$ cat src/rtl/branch_equalizer.sv
module branch_equalizer #(
  parameter int N          = 4,
  parameter int SOC_W      = 10,
  parameter int CUR_W      = 16,
  parameter int FULL_SOC   = 1000,
  parameter int LOW_SOC    = 50,
  parameter int DEADBAND   = 16,
  parameter int MEAS_TICKS = 4,
  parameter int HOLD_TICKS = 12
) (
  input  logic                    clk,
  input  logic                    rst_n,
  input  logic [N*SOC_W-1:0]      soc_flat,
  input  logic signed [CUR_W-1:0] pack_cur,
  input  logic [SOC_W-1:0]        spread_thr,
  output logic [N-1:0]            sw_on,
  output logic                    charging,
  output logic                    throttling,
  output logic                    stopped
);
  localparam int PERIOD = MEAS_TICKS + HOLD_TICKS;
  localparam int CW = (PERIOD > 1) ? $clog2(PERIOD) : 1;
  localparam int IW = (N > 1) ? $clog2(N) : 1;
  localparam logic signed [CUR_W-1:0] DB = CUR_W'(DEADBAND);

  logic [CW-1:0]    cnt;
  logic [SOC_W-1:0] lo_v, hi_v;
  logic [IW-1:0]    lo_i, hi_i;
  logic             any_full, any_low;

  always_comb begin
    lo_v = soc_flat[SOC_W-1:0];
    hi_v = soc_flat[SOC_W-1:0];
    lo_i = '0;
    hi_i = '0;
    any_full = 1'b0;
    any_low  = 1'b0;
    for (int i = 0; i < N; i++) begin
      if (soc_flat[i*SOC_W +: SOC_W] < lo_v) begin
        lo_v = soc_flat[i*SOC_W +: SOC_W];
        lo_i = IW'(i);
      end
      if (soc_flat[i*SOC_W +: SOC_W] > hi_v) begin
        hi_v = soc_flat[i*SOC_W +: SOC_W];
        hi_i = IW'(i);
      end
      if (soc_flat[i*SOC_W +: SOC_W] >= SOC_W'(FULL_SOC)) any_full = 1'b1;
      if (soc_flat[i*SOC_W +: SOC_W] <  SOC_W'(LOW_SOC))  any_low  = 1'b1;
    end
  end

  wire dec     = (cnt == CW'(MEAS_TICKS - 1));
  wire cur_pos = (pack_cur >= DB);
  wire cur_neg = (pack_cur <= -DB);
  wire idle    = !cur_pos && !cur_neg;
  wire mode_nx = cur_pos ? 1'b1 : (cur_neg ? 1'b0 : charging);
  wire halt    = mode_nx ? any_full : any_low;
  wire [IW-1:0] sel = mode_nx ? hi_i : lo_i;
  wire spread_hi = (hi_v - lo_v) > spread_thr;

  logic [N-1:0] pat;
  always_comb begin
    pat = '1;
    if (!idle && spread_hi) pat[sel] = 1'b0;
  end

  always_ff @(posedge clk) begin
    if (!rst_n) begin
      cnt      <= '0;
      sw_on    <= '1;
      charging <= 1'b0;
      stopped  <= 1'b0;
    end else begin
      cnt <= (cnt == CW'(PERIOD - 1)) ? '0 : cnt + 1'b1;
      if (dec) begin
        charging <= mode_nx;
        if (stopped || halt) begin
          stopped <= 1'b1;
          sw_on   <= '1;
        end else begin
          sw_on <= pat;
        end
      end
    end
  end

  assign throttling = ~&sw_on;


  one_off_chk: assert property (@(posedge clk) disable iff (!rst_n)
    $countones(~sw_on) <= 1);

  stop_all_on_chk: assert property (@(posedge clk) disable iff (!rst_n)
    stopped |-> (&sw_on && !throttling));

  stop_sticky_chk: assert property (@(posedge clk) disable iff (!rst_n)
    stopped |=> stopped);

  hold_chk: assert property (@(posedge clk) disable iff (!rst_n)
    !dec |=> ($stable(sw_on) && $stable(charging) && $stable(stopped)));
endmodule

$ cat config.mk
export PLATFORM = sky130hd
export DESIGN_NAME = branch_equalizer
export DESIGN_NICKNAME = d
export VERILOG_FILES = /design/src/rtl/branch_equalizer.sv
export SDC_FILE = /design/constraint.sdc
export NUM_CORES = 1
export LEC_CHECK = 0
export BUFFER_PORTS_ARGS = -buffer_cell sky130_fd_sc_hd__buf_2
export CORE_ASPECT_RATIO = 1.5
export CORE_MARGIN = 2
export CORE_UTILIZATION = 49
export DETAILED_ROUTE_END_ITERATION = 10
export GPL_ROUTABILITY_DRIVEN = 0
export PLACE_DENSITY = 0.82
export SLEW_MARGIN = 20
export SYNTH_ARGS = -nofsm -noshare
export SYNTH_HDL_FRONTEND = slang
export SYNTH_SLANG_ARGS = --single-unit
$ cat constraint.sdc
create_clock -name clk -period 17.9 [get_ports clk]
set_input_delay 3.58 -clock clk [delete_from_list [all_inputs] [get_ports clk]]
set_output_delay 3.58 -clock clk [all_outputs]
set_load 0.01 [all_outputs]
==> results.yml <==
outcome:
  outcome: "completed"
setup_path:
  critical_path_class: "input pin to flop"
  crit_required_ns: 18.02
  slowest_stage: "nor2_1"
  r2r_slack_ns: 15.74
  rr_worst_depth: 5
  critPathTopFamily: "compound AO/OA/AOI/OAI gates"
  crit_path_start_kind: "input pin"
  crit_cells: 40
  cp-end-kind: "flop"
  worstReg2RegStart: "charging"
  arrival_ns: 12.83
  path_buf_inv: 3
  crit_path_max_incr_delay_ns: 0.79
  worstPathMaxFanout: 23
  r2r_end: "sw_on[3]"
sta:
  relSlewSlack_pct: 33.5
  fin_setup_tns_ns: 0
  timing.final.crit_share_pct: 71.0
  drv_slew: 0
  worstMarginPinSlew_ns: 0.993
  finClkSkew_ns: 0.000750
  rsz0062_at_grt: "false"
  setup_ws_ns: 5.20
  period_minus_slack_ns: 12.70
  setup-violations-final: 0
  finalHoldViolCount: 0
  fin_hold_ws_ns: 0.467
  clock.fmax_ghz: 0.0787
synthesis:
  synthMuxAreaShare_pct: 8.42
  ys_async_sr_fraction_pct: 0
  synth-adder-area-share_pct: 28.0
  avgSynthCellArea_um2: 7.21
  synth_warnings: 0
  synth_seq_cells: 10
  ys_seq_area_share_pct: 6.44
  yosys.area_share.simple_pct: 20.7
  synth-edff-count: 0
  synth_xor_area_share_pct: 2.54
  yosysUniqueCellTypes: 52
  syn-num-nets: 568
  netlist_area_um2: 3110
  synth_flop_cell: "dfxtp_1"
  synth_top_family_by_area: "adder cells"
  syn_inst: 431
  synth_compound_area_share_pct: 27.1
drt:
  wl_per_cell_um: 15.6
  via_per_inst: 6.10
  vias: 3507
  ant_nets: 0
  drc: 0
  drt_iter0_markers: 128
  drt-total-wl_mm: 8.99
  dr.pass1.iters: 5
finish:
  fill_cells: 585
  finalNetCount: 639
  layout_common_cells: "buf_2 (74), ha_1 (68), inv_1 (48)"
  diodes: 0
  final_common_cell: "buf_2"
  instances_no_fill: 575
  multiInputGateArea_um2: 2690
  regArea_um2: 200
  utilization_pct: 58.6
  fin_area_um2: 3590
  layout-area-overhead-vs-synth_pct: 15.6
  drive_gt1_share_pct: 19.2
floorplan:
  fp.dieArea_um2: 7010
  core_area_um2: 6130
  die_y_um: 102
  die_w_um: 69.0
  pin_count: 75
  rows: 35
  start_util_pct: 50.7
min_path:
  hold_class: "flop to flop"
  min_from: "cnt[0]"
  holdPathEnd: "cnt[0]"
  hold_depth: 1
placed_design:
  placed_area_um2: 3540
  dp_cells: 571
  dpl.hpwl_mm: 7.81
  io_buffers: 74
  pre_cts_ws_ns: 5.17
clocking:
  cts-root-buf: "clkbuf_8"
  ctsLongestPathBuffers: 2
  insertion_delay_ns: 0.24
  cts_resized: 0
  numClockSinks: 10
  cts_hold_buf: 0
  cts_tree: "built"
  htreeDepth: 1
  cts-buffers-inserted: 3
  path_clk_slew_ns: 0.05
  post_cts_buffers: 0
power:
  p_leak_nw: 1.85
  power.density_nw_per_um2: 82.7
  total_power_uw: 297
  ir_worst_vdd_uv: 59.5
grt:
  grt_usage_pct: 25.6
  grt_pass1_vias: 3377
  antenna_found_initial: 0
  grt_remaining_overflow: 0
  grt_max_degree: 24
  grt_pass1_wl_mm: 15.0
job:
  max-cap-violations: 0
registers in the layout, indices dropped and copies added, names as in the netlist:
| register | cells |
|---|---|
| charging | 1 |
| cnt | 4 |
| stopped | 1 |
| sw_on | 4 |
kinds of logic (layout without fill, tap and decap cells):
logic type | Yosys count | after routing
and+or+nand+nor | 132 | 132
buffers and inverters | 56 | 126
muxes | 24 | 24
AOI/OAI and AO/OA | 131 | 131
xor gates and xnor gates | 9 | 9
DFF | 10 | 10
adders and majority gates | 69 | 69
worst max-delay path by stage:
stage	from	endpoint	slack, ns
5_1_grt	soc_flat[5]	sw_on[2]	4.50
6_report	soc_flat[9]	sw_on[3]	5.20
3_3_place_gp	soc_flat[5]	sw_on[0]	5.29
4_1_cts	soc_flat[5]	sw_on[3]	5.39
3_5_place_dp	soc_flat[5]	sw_on[3]	5.17
2_1_floorplan	soc_flat[5]	sw_on[0]	6.49
area by class of cell:
class / instances / share of cell area (%)
multi-input combinational: 365 / 75.0
timing repair buffer: 74 / 10.3
clock buffer: 4 / 1.53
inverter: 48 / 5.02
tap: 74 / 2.58
sequential: 10 / 5.57
synth_stat cells (4+ instances only):
master / count / share of area, %
o211ai_1: 7 / 1.7
clkbuf_1: 4 / 0.48
and4_1: 5 / 1.4
o21ai_0: 30 / 4.8
mux2i_1: 10 / 3.2
nand3_1: 6 / 0.97
a21o_1: 11 / 2.7
o311ai_0: 4 / 1.1
nor2b_1: 6 / 1.2
xnor2_1: 6 / 1.7
nand4_1: 12 / 2.4
nor4_1: 9 / 1.8
o21a_1: 4 / 0.97
dfxtp_1: 10 / 6.4
a21oi_1: 44 / 7.1
ha_1: 68 / 27
mux2_2: 13 / 4.7
nand2_1: 39 / 4.7
nor3_1: 5 / 0.81
nor2_1: 35 / 4.2
inv_1: 48 / 5.8
report_power, final:
part	internal (mW)	total (mW)	switching, mW
Sequential	0.0232	0.0240	0.000849
Clock	0.0194	0.0293	0.00987
Combinational	0.109	0.244	0.135
Total	0.152	0.297	0.145
routing by layer:
layer  routed length (µm)  part of all wire (%)  GRT usage [%]
met4                  424                   4.7           11.5
met5                    0                     0              0
met2                 4640                    52           49.8
met1                 3410                    38           27.3
met3                  517                   5.8           2.99
(Power assumes the default switching activity.)
